$ cat config.mk
export PLATFORM = sky130hd
export DESIGN_NAME = tx_event_status_reg
export DESIGN_NICKNAME = d
export VERILOG_FILES = /design/src/rtl/tx_evt_pkg.sv /design/src/rtl/tx_evt_flag_bank.sv /design/src/rtl/tx_evt_coll_cnt.sv /design/src/rtl/tx_evt_irq.sv /design/src/rtl/tx_event_status_reg.sv
export SDC_FILE = /design/constraint.sdc
export NUM_CORES = 1
export LEC_CHECK = 0
export CAP_MARGIN = 5
export CORE_MARGIN = 2
export CORE_UTILIZATION = 33
export DETAILED_ROUTE_END_ITERATION = 7
export PLACE_DENSITY = 0.77
export SYNTH_ARGS = -nofsm -noshare
export SYNTH_HDL_FRONTEND = slang
export SYNTH_SLANG_ARGS = --single-unit
$ cat constraint.sdc
create_clock -name clk_i -period 0.94 [get_ports clk_i]
set_input_delay 0.094 -clock clk_i [delete_from_list [all_inputs] [get_ports clk_i]]
set_output_delay 0.094 -clock clk_i [all_outputs]
set_load 0.03 [all_outputs]
$ cat src/rtl/tx_evt_pkg.sv
package tx_evt_pkg;
  localparam int unsigned WORD_W   = 16;
  localparam int unsigned ID_W     = 6;
  localparam logic [ID_W-1:0] REG_ID = 6'b001000;
  localparam int unsigned CNT_W    = 4;
  localparam int unsigned NFLAG    = 6;

  // bit positions in the status word
  localparam int unsigned B_CARRIER = 6;
  localparam int unsigned B_SQE     = 7;
  localparam int unsigned B_OK      = 8;
  localparam int unsigned B_LATE    = 9;
  localparam int unsigned B_JABBER  = 10;
  localparam int unsigned B_CNT_LO  = 11;
  localparam int unsigned B_LIMIT   = 15;

  // flag bank index order
  localparam int unsigned F_CARRIER = 0;
  localparam int unsigned F_SQE     = 1;
  localparam int unsigned F_OK      = 2;
  localparam int unsigned F_LATE    = 3;
  localparam int unsigned F_JABBER  = 4;
  localparam int unsigned F_LIMIT   = 5;

  typedef logic [NFLAG-1:0] flag_vec_t;
endpackage

$ cat src/rtl/tx_evt_flag_bank.sv
module tx_evt_flag_bank #(
  parameter int unsigned N = 6
) (
  input  logic         clk_i,
  input  logic         rst_ni,
  input  logic [N-1:0] set_i,
  input  logic         clr_i,
  output logic [N-1:0] q_o
);
  logic [N-1:0] q_q;
  logic [N-1:0] q_d;

  for (genvar g = 0; g < N; g++) begin : g_flag
    always_comb begin
      if (clr_i) q_d[g] = set_i[g];
      else       q_d[g] = q_q[g] | set_i[g];
    end
    always_ff @(posedge clk_i or negedge rst_ni) begin
      if (!rst_ni) q_q[g] <= 1'b0;
      else if (clr_i || set_i[g]) q_q[g] <= q_d[g];
    end
  end

  assign q_o = q_q;
endmodule

$ cat src/rtl/tx_evt_coll_cnt.sv
module tx_evt_coll_cnt #(
  parameter int unsigned W = 4
) (
  input  logic         clk_i,
  input  logic         rst_ni,
  input  logic         inc_i,
  input  logic         clr_i,
  output logic [W-1:0] cnt_o
);
  localparam logic [W-1:0] MAX = {W{1'b1}};
  logic [W-1:0] cnt_q;
  logic [W-1:0] base;
  logic [W-1:0] cnt_d;
  logic         en;

  always_comb begin
    base  = clr_i ? '0 : cnt_q;
    cnt_d = base;
    if (inc_i && (base != MAX)) cnt_d = base + 1'b1;
    en = clr_i | inc_i;
  end

  always_ff @(posedge clk_i or negedge rst_ni) begin
    if (!rst_ni)  cnt_q <= '0;
    else if (en)  cnt_q <= cnt_d;
  end

  assign cnt_o = cnt_q;
endmodule

$ cat src/rtl/tx_evt_irq.sv
module tx_evt_irq
  import tx_evt_pkg::*;
(
  input  logic [WORD_W-1:0] word_i,
  input  logic [WORD_W-1:0] en_i,
  input  logic [CNT_W-1:0]  cnt_i,
  output logic              irq_o
);
  localparam logic [WORD_W-1:0] FLAG_MASK =
    (WORD_W'(1) << B_CARRIER) | (WORD_W'(1) << B_SQE) | (WORD_W'(1) << B_OK) |
    (WORD_W'(1) << B_LATE) | (WORD_W'(1) << B_JABBER) | (WORD_W'(1) << B_LIMIT);

  logic flag_hit;
  logic coll_hit;

  always_comb begin
    flag_hit = |(word_i & en_i & FLAG_MASK);
    coll_hit = en_i[B_CNT_LO] & (|cnt_i);
    irq_o    = flag_hit | coll_hit;
  end
endmodule

$ cat src/rtl/tx_event_status_reg.sv
module tx_event_status_reg
  import tx_evt_pkg::*;
(
  input  logic              clk_i,
  input  logic              rst_ni,
  input  logic              carrier_lost_i,
  input  logic              sqe_fail_i,
  input  logic              frame_done_i,
  input  logic              late_coll_i,
  input  logic              jabber_i,
  input  logic              coll_i,
  input  logic              coll_limit_i,
  input  logic [WORD_W-1:0] irq_en_i,
  input  logic              rd_i,
  output logic [WORD_W-1:0] rd_data_o,
  output logic              irq_o
);
  // reset synchronizer: asserts at once, releases on a clock edge
  logic [1:0] rst_sync_q;
  logic       rst_n_int;

  always_ff @(posedge clk_i or negedge rst_ni) begin
    if (!rst_ni) rst_sync_q <= 2'b00;
    else         rst_sync_q <= {rst_sync_q[0], 1'b1};
  end
  assign rst_n_int = rst_sync_q[1];

  // per-frame fatal tracking for the transmit OK decision
  logic fatal_now;
  logic fatal_q;
  logic fatal_d;
  logic ok_set;

  always_comb begin
    fatal_now = jabber_i | late_coll_i | coll_limit_i;
    ok_set    = frame_done_i & ~fatal_q & ~fatal_now;
    fatal_d   = frame_done_i ? 1'b0 : (fatal_q | fatal_now);
  end

  always_ff @(posedge clk_i or negedge rst_n_int) begin
    if (!rst_n_int) fatal_q <= 1'b0;
    else if (frame_done_i || fatal_now) fatal_q <= fatal_d;
  end

  flag_vec_t flag_set;
  flag_vec_t flag_q;
  logic [CNT_W-1:0] cnt;

  always_comb begin
    flag_set            = '0;
    flag_set[F_CARRIER] = carrier_lost_i;
    flag_set[F_SQE]     = sqe_fail_i;
    flag_set[F_OK]      = ok_set;
    flag_set[F_LATE]    = late_coll_i;
    flag_set[F_JABBER]  = jabber_i;
    flag_set[F_LIMIT]   = coll_limit_i;
  end

  tx_evt_flag_bank #(.N(NFLAG)) u_flags (
    .clk_i  (clk_i),
    .rst_ni (rst_n_int),
    .set_i  (flag_set),
    .clr_i  (rd_i),
    .q_o    (flag_q)
  );

  tx_evt_coll_cnt #(.W(CNT_W)) u_cnt (
    .clk_i  (clk_i),
    .rst_ni (rst_n_int),
    .inc_i  (coll_i),
    .clr_i  (rd_i),
    .cnt_o  (cnt)
  );

  logic [WORD_W-1:0] word;

  always_comb begin
    word                           = '0;
    word[ID_W-1:0]                 = REG_ID;
    word[B_CARRIER]                = flag_q[F_CARRIER];
    word[B_SQE]                    = flag_q[F_SQE];
    word[B_OK]                     = flag_q[F_OK];
    word[B_LATE]                   = flag_q[F_LATE];
    word[B_JABBER]                 = flag_q[F_JABBER];
    word[B_CNT_LO +: CNT_W]        = cnt;
    word[B_LIMIT]                  = flag_q[F_LIMIT];
  end

  tx_evt_irq u_irq (
    .word_i (word),
    .en_i   (irq_en_i),
    .cnt_i  (cnt),
    .irq_o  (irq_o)
  );

  assign rd_data_o = word;
endmodule

# Yosys cells after proc, flatten, opt, wreduce, memory -nomap -nowiden
# Cells that the tools add are included.
[word_totals] in_bits=26 elab_cells=47 regBits=13
[classes] n_reduce_logical=10 n_eq_ne=1 n_addsub=1 mux=9 bitwise_logic=17
[ops] cell="$and A16 B16 Y16" count=1
[ops] cell="$or A1 B1 Y1" count=11
[ops] cell="$mux W4" count=2
[ops] cell="$logic_or A1 B1 Y1" count=7
[ops] cell="$mux W1" count=7
[ops] cell="$reduce_or A6 Y1" count=1
[ops] cell="$add A4 B1 Y4 const B" count=1
[ops] cell="$ne A4 B4 Y1 const B" count=1
[ops] cell="$reduce_or A4 Y1" count=1
[ops] cell="$and A1 B1 Y1" count=3
[ops] cell="$not A1 Y1" count=2
[ops] cell="$logic_and A1 B1 Y1" count=1

# Depth between registers and ports, before layout
# Gate-level depths: netlist (run 1).
[depth] ltp_word=6 ltp_mapped=5 depth_no_buf=5

# Cells and area by module
# A second synthesis (run 1) with hierarchy kept.
[unflattened] cells_unflattened=51 area_unflattened_um2=616.8
[by_module_without_submodules] mod="tx_evt_coll_cnt" n_inst=1 cells_per_inst=19 area_per_inst_um2=222.7 seq_area_each_um2=100.1
[by_module_without_submodules] mod="tx_evt_flag_bank" n_inst=1 cells_per_inst=13 area_per_inst_um2=198.9 seq_area_each_um2=150.1
[by_module_without_submodules] mod="tx_event_status_reg" n_inst=1 cells_per_inst=14 area_per_inst_um2=150.1 seq_area_each_um2=75.1
[by_module_without_submodules] mod="tx_evt_irq" n_inst=1 cells_per_inst=5 area_per_inst_um2=45.0 seq_area_each_um2=0.0

# Least setup slack after synthesis (run 1)
# Ideal clock, no wire load.
[synth_timing] kind="reg2reg" start="reg u_cnt.cnt_q[0], in the netlist u_cnt.cnt_o[0]" end="reg u_cnt.cnt_q[1], in the netlist u_cnt.cnt_o[1]" setup_ps=121 required_time_ps=819 n_path_buf=0 path_stages_with_launch=5 setup_slack_ps=-559 t_arrival_ps=1378 synth_period_minus_slack_ps=1499 path_cell_list="dfrtp_1 nor2b_1 ha_1 nand4b_1 a32o_2"
[synth_between] elab_chain_cells=4 word_cells_on_any_way=5 cone_classes="add/sub: 1; eq/ne: 1; mux: 2; reduce/logical: 1"
[synth_lines] element="start, declared" line_no="tx_evt_coll_cnt.sv:11" text="logic [W-1:0] cnt_q;"
[synth_lines] element="start signal, assigned" line_no="tx_evt_coll_cnt.sv:25" text="else if (en) cnt_q <= cnt_d;"
[synth_lines] element="$mux W4 *" line_no="tx_evt_coll_cnt.sv:17" text="base = clr_i ? '0 : cnt_q;"
[synth_lines] element="parallel branches: the longest is 2 deep, another holds $add A4 B1 Y4"
[synth_lines] element="$mux W4 *" line_no="tx_evt_coll_cnt.sv:19" text="if (inc_i && (base != MAX)) cnt_d = base + 1'b1;"
# Mark *: on every way between the ends.
# A chain may end at the register's enable or synchronous reset.

# Worst setup path in the final report (run 1)
[layout_timing] start="reg u_cnt.cnt_q[1], in the netlist u_cnt.cnt_o[1]" end="out irq_o"
[layout_between] elab_chain_cells=3
[layout_lines] element="$reduce_or A4 Y1" line_no="tx_evt_irq.sv:18" text="coll_hit = en_i[B_CNT_LO] & (|cnt_i);"
[layout_lines] element="$and A1 B1 Y1" line_no="tx_evt_irq.sv:18"
[layout_lines] element="$or A1 B1 Y1" line_no="tx_evt_irq.sv:19" text="irq_o = flag_hit | coll_hit;"
[layout_lines] element="end, declared" line_no="tx_event_status_reg.sv:16" text="output logic irq_o"
# No other way between the ends.

==> results of run 1 <==
## worst max-delay path by stage
stage / startpoint / endpoint / slack [ns] / cells past startpoint
floorplan: u_cnt.cnt_o[1] / u_cnt.cnt_o[1] / -0.35 / 4
CTS: u_cnt.cnt_o[2] / irq_o / -0.47 / 3
global route: u_cnt.cnt_o[2] / irq_o / -0.54 / 3
detailed placement: u_cnt.cnt_o[2] / irq_o / -0.59 / 3
finish: u_cnt.cnt_o[1] / irq_o / -0.46 / 3
global placement: u_cnt.cnt_o[2] / irq_o / -0.59 / 3
## per-layer routing
metal,track usage,vias to the layer above,routed length [um]
met5,0,-,0
met2,0.311,28,962
met3,0.0549,6,92
met4,0.120,0,61
li1,-,282,-
met1,0.185,280,685
## worst reg2reg max path: cells and delay by family (launching register included)
kind / cells / cell delay, ns
buffers and inverters: 1 / 0.11
AND/OR/NAND/NOR: 2 / 0.32
adder cells (fa/ha/maj): 1 / 0.18
flip-flops: 1 / 0.39
AO/OA/AOI/OAI: 1 / 0.27
## layout make-up
class	count	area, sq um
repair buffers	50	503
fillers	116	503
flip-flops and latches	13	330
multi-input cells	36	307
well taps	25	31.3
clock buffers	4	26.3
inverters	2	7.51
## sequential cells by signal (all words and copies together) (netlist names)
name	cells
rst_sync_q	2
fatal_q	1
u_flags.q_o	6
u_cnt.cnt_o	4
## report_power, final
group / internal, W / total, W / switching [W]
registers: 0.000598 / 0.000637 / 0.0000381
clock network: 0.000165 / 0.000349 / 0.000185
logic: 0.000289 / 0.000511 / 0.000222
## what timing repair did
| action | CTS | global route |
|---|---|---|
| endpoints found under the setup margin | 21 | 15 |
| hold buffers | 1 | 0 |
| pin swaps | 6 | 7 |
| setup buffers | 2 | 9 |
| endpoints found under the hold margin | 2 | 0 |
| gates resized for setup | 32 | 10 |
## cells in the final DEF, fill, tap and decap left out
| cell | instances |
|---|---|
| a21o_1 | 5 |
| dlygate4sd2_1 | 1 |
| nand2b_1 | 1 |
| nand4_1 | 2 |
| nand3_1 | 1 |
| dlygate4sd3_1 | 1 |
| nor2b_4 | 2 |
| inv_1 | 2 |
| a22o_1 | 1 |
| a22oi_1 | 3 |
| dfrtp_2 | 4 |
| o31ai_4 | 1 |
| a32o_2 | 1 |
| clkbuf_1 | 1 |
| clkbuf_4 | 3 |
| dfrtp_1 | 9 |
| buf_4 | 10 |
| nor3_4 | 1 |
| a21oi_2 | 2 |
| clkdlybuf4s50_1 | 15 |
| nor4_2 | 1 |
| o41ai_2 | 1 |
| buf_6 | 23 |
| ha_4 | 1 |
| nor2_1 | 1 |
| conb_1 | 7 |
| nand2_1 | 2 |
| nand4b_1 | 1 |
| nand2_4 | 1 |
| xnor2_1 | 1 |
## logic make-up after synthesis
kind of cell / count (synthesis) / synth area share
compound gates: 14 / 0.190
xor+xnor: 1 / 0.0146
fa+ha+maj: 1 / 0.0209
buf+inv: 8 / 0.0879
flops: 13 / 0.544
other cells: 2 / 0.0126
simple gates: 13 / 0.130
## per-stage QoR
step,util,power [W]
2_1_floorplan,-,0.000844
3_5_place_dp,0.586,0.00104
6_report,0.705,0.00150
3_3_place_gp,0.586,0.00104
4_1_cts,0.665,0.00145
5_1_grt,0.705,0.00156
==> impl_metrics.ini, run 1 <==
[sta]
hold_violations = 0
maxSlewViolCount = 0
period_share = 1.48
min_period_ns = 1.40
fmax_mhz = 717
whs_ns = 0.180
setup_tns_ns = -3.12
rsz0062_at_grt = true
setup_viol = 15
setup_ws_ns = -0.455
fin_skew_ns = 0.000712

[clocking]
clock_sinks = 13
cts_tree = built
clk_pin_slew_ns = 0.08
clk_latency_ns = 0.28
clk_path_buf_depth = 2
cts_root_buf = clkbuf_4
h-tree-depth = 1
cts_buffers = 3

[critical_path]
worstPathMaxFanout = 2
worst_setup_path_start_kind = register
arrival_ns = 1.30
r2r-start = u_cnt.cnt_o[0]
crit_type = reg2out
reg2reg_depth = 5
regToRegEndpoint = u_cnt.cnt_o[1]
r2r_setup_slack_ns = -0.44
path_buf_inv = 1
endpoint_kind = output port
cp_cell_sequence = o41ai_2, nand4_1, buf_6
max_stage_delay_ns = 0.42
cp.required_ns = 0.85
crit_family = flip-flops
cp_slowest_cell = dfrtp_2

[detailed_routing]
remaining_drc_errors = 0
wire_per_inst_um = 13.9
firstDrtPassIters = 2
drt-total-wl_um = 1800
drtIter0Drc = 8
drtAntennaViolNets = 0
num_vias = 596
routed_via_density = 4.58

[logic_synthesis]
yosysMostFrequentCell = dfrtp_1
ys_warn_count = 0
yosys.area.top_type = dfrtp_1
synth_cell_types = 22
yosys.area.top_type_share = 0.544
synth_top_flop_cell = dfrtp_1
synth_edf_count = 0
synthTopCellsByCount = dfrtp_1, buf_4, a21o_1
syn_area_sq_um = 598
syn-instance-count = 52
avgSynthCellArea_sq_um = 11.5
synth-seq-area-share = 0.544
synth-seq-cells = 13
async_flop_share = 1.00
synthTopCellsByArea = dfrtp_1, buf_4, a21o_1, a22oi_1, o41ai_2

[cells_and_area]
area_growth_pct = 101
finalNetCount = 133
diodes = 0
stdcell_area_sq_um = 1200
drive_above_1_share = 0.486
fin_cells = 130

[floorplanning]
die_area_sq_um = 2170
core_area_sq_um = 1710
die_w_um = 46.6
initial_core_util = 0.350
fp.dieH_um = 46.6
fp-row-count = 15
io_pins = 43

[place]
dp.cells = 119
place_area_sq_um = 1000
dp_hpwl_um = 1120
io_buffers = 27
gp_congestion = 0.679
pre_cts_ws_ns = -0.588

[global_route]
overflow = 0
grt_pass1_wl_um = 2560
grtUsageTotal = 0.180
grt_max_degree = 12
grt_antenna_before_repair = 0
grt_pass1_vias = 601

[power]
powerDensity_nw_per_um2 = 1240
vdd_drop_max_uv = 1350
power.leakage_nw = 0.553

[outcome]
violations = setup timing
status = finished with violations

[worst_hold_path]
worstHoldPathType = reg2async

[job]
cap_violations = 0
No activity file was read; power rests on OpenSTA's default activity.
==> inputs of run 2 (changes only) <==
SKIP_LAST_GASP = 1   (was unset)
==> impl_metrics.ini, run 2 (synthesized netlist as in run 1, its figures left out) <==
[cells_and_area]
seq_area_sq_um = 330
final_common_cell = buf_6
area_growth_pct = 95.4
diodes = 0
finalNetCount = 131
stdcell_area_sq_um = 1170
nFillCells = 120
multi_input_area_sq_um = 293
drive_above_1_share = 0.466
final_cell_mix = buf_6, clkdlybuf4s50_1, buf_4
largest_reg_flops = 6

[floorplanning]
io_pins = 43
die_area_sq_um = 2170
core_area_sq_um = 1710
fp-row-count = 15
initial_core_util = 0.350
fp.dieH_um = 46.6
die_w_um = 46.6

[critical_path]
endpoint_kind = output port
cp.required_ns = 0.85
worst_setup_path_start_kind = register
cp_cell_sequence = o41ai_2, nand4_1, buf_6
max_stage_delay_ns = 0.41
cp_slowest_cell = dfrtp_2
crit_family = flip-flops
crit_type = reg2out
arrival_ns = 1.30
worstPathMaxFanout = 2
path_buf_inv = 1
r2r_setup_slack_ns = -0.42

[clocking]
cts_root_buf = clkbuf_4
clk_pin_slew_ns = 0.08
clk_latency_ns = 0.28
clock_sinks = 13
h-tree-depth = 1
clk_path_buf_depth = 2
cts_tree = built
cts_buffers = 3

[place]
dp_hpwl_um = 1120
gp_congestion = 0.679
place_area_sq_um = 1000
io_buffers = 27

[worst_hold_path]
worstHoldPathType = reg2async

[sta]
whs_ns = 0.180
fmax_mhz = 717
hold_violations = 0
period_share = 1.48
setup_ws_ns = -0.455
min_period_ns = 1.39
maxSlewViolCount = 0
fin_skew_ns = 0.00177
setup_viol = 15
rsz0062_at_grt = true

[detailed_routing]
wire_per_inst_um = 13.2
drtIter0Drc = 4
drtAntennaViolNets = 0
num_vias = 601
routed_via_density = 4.70
firstDrtPassIters = 4
drt-total-wl_um = 1690
remaining_drc_errors = 0

[outcome]
status = finished with violations
violations = setup timing

[global_route]
grt_antenna_before_repair = 0
grt_max_degree = 12
overflow = 0
grtUsageTotal = 0.180
grt_pass1_vias = 597
grt_pass1_wl_um = 2550

[job]
cap_violations = 0

[power]
power_w = 0.00147
power.leakage_nw = 0.532
vdd_drop_max_uv = 1360
powerDensity_nw_per_um2 = 1260
-- run 2: cell count changes in the layout (fill, tap and decap cells not counted), sizes merged --
cell  change
buf       -2
-- run 2: final timing paths --
check,start,end,cells after the start
max in group asynchronous,rst_ni,rst_sync_q[1],2
min in group clk_i,frame_done_i,fatal_q,2
worst max register to register,u_cnt.cnt_o[1],u_cnt.cnt_o[1],5
worst min register to register,rst_sync_q[1],u_flags.q_o[5],0
worst min-delay path,rst_sync_q[1],u_flags.q_o[5],0
worst max-delay path,u_cnt.cnt_o[2],irq_o,3
-- run 2: what timing repair did --
action	CTS	global route
pin swaps	6	5
gates resized for setup	31	4
cloned	0	0
buffers inserted	2	5
hold buffers	1	0
endpoints found under the hold margin	2	0
setup endpoints to repair	21	15
-- run 2: layer usage --
| metal | vias to the layer above | share of wire | global-route usage |
|---|---|---|---|
| li1 | 280 | - | - |
| met1 | 283 | 0.38 | 0.185 |
| met2 | 32 | 0.53 | 0.308 |
| met3 | 6 | 0.057 | 0.0549 |
| met4 | 0 | 0.035 | 0.120 |
| met5 | - | 0 | 0 |
-- run 2: cell type report --
cell class / count / share of cell area
clock buffer: 4 / 0.0225
inverter: 2 / 0.00642
multi-input combinational: 36 / 0.251
sequential: 13 / 0.283
tap: 25 / 0.0268
timing repair buffer: 48 / 0.411
-- run 2: report_power, final --
part	internal (W)	total, W	switching, W
combinational	0.000274	0.000487	0.000213
sequential	0.000598	0.000636	0.0000376
clock	0.000165	0.000350	0.000185
total	0.00104	0.00147	0.000435
-- run 2: worst register-to-register path, cell delays in order, from the launching register on --
cell	delay (ns)
dfrtp_2	0.39
buf_6	0.10
nor2b_4	0.17
ha_4	0.18
nand4b_1	0.15
a32o_2	0.27
-- run 2: metrics by stage --
| step | instances | setup slack (ns) | setup TNS, ns | util |
|---|---|---|---|---|
| 2_1_floorplan | 57 | -0.349 | -1.40 | - |
| 3_3_place_gp | 119 | -0.586 | -4.45 | 0.586 |
| 3_5_place_dp | 119 | -0.588 | -4.81 | 0.586 |
| 4_1_cts | 125 | -0.468 | -2.85 | 0.664 |
| 5_1_grt | 128 | -0.543 | -3.45 | 0.684 |
| 6_report | 128 | -0.455 | -2.86 | 0.684 |
==> inputs of run 3 (changes only) <==
CTS_CLUSTER_DIAMETER = 200   (was unset)
SLEW_MARGIN = 20   (was unset)
==> results of run 3 <==
Same layout as run 2: the final DEF is identical, and so are final timing and power.
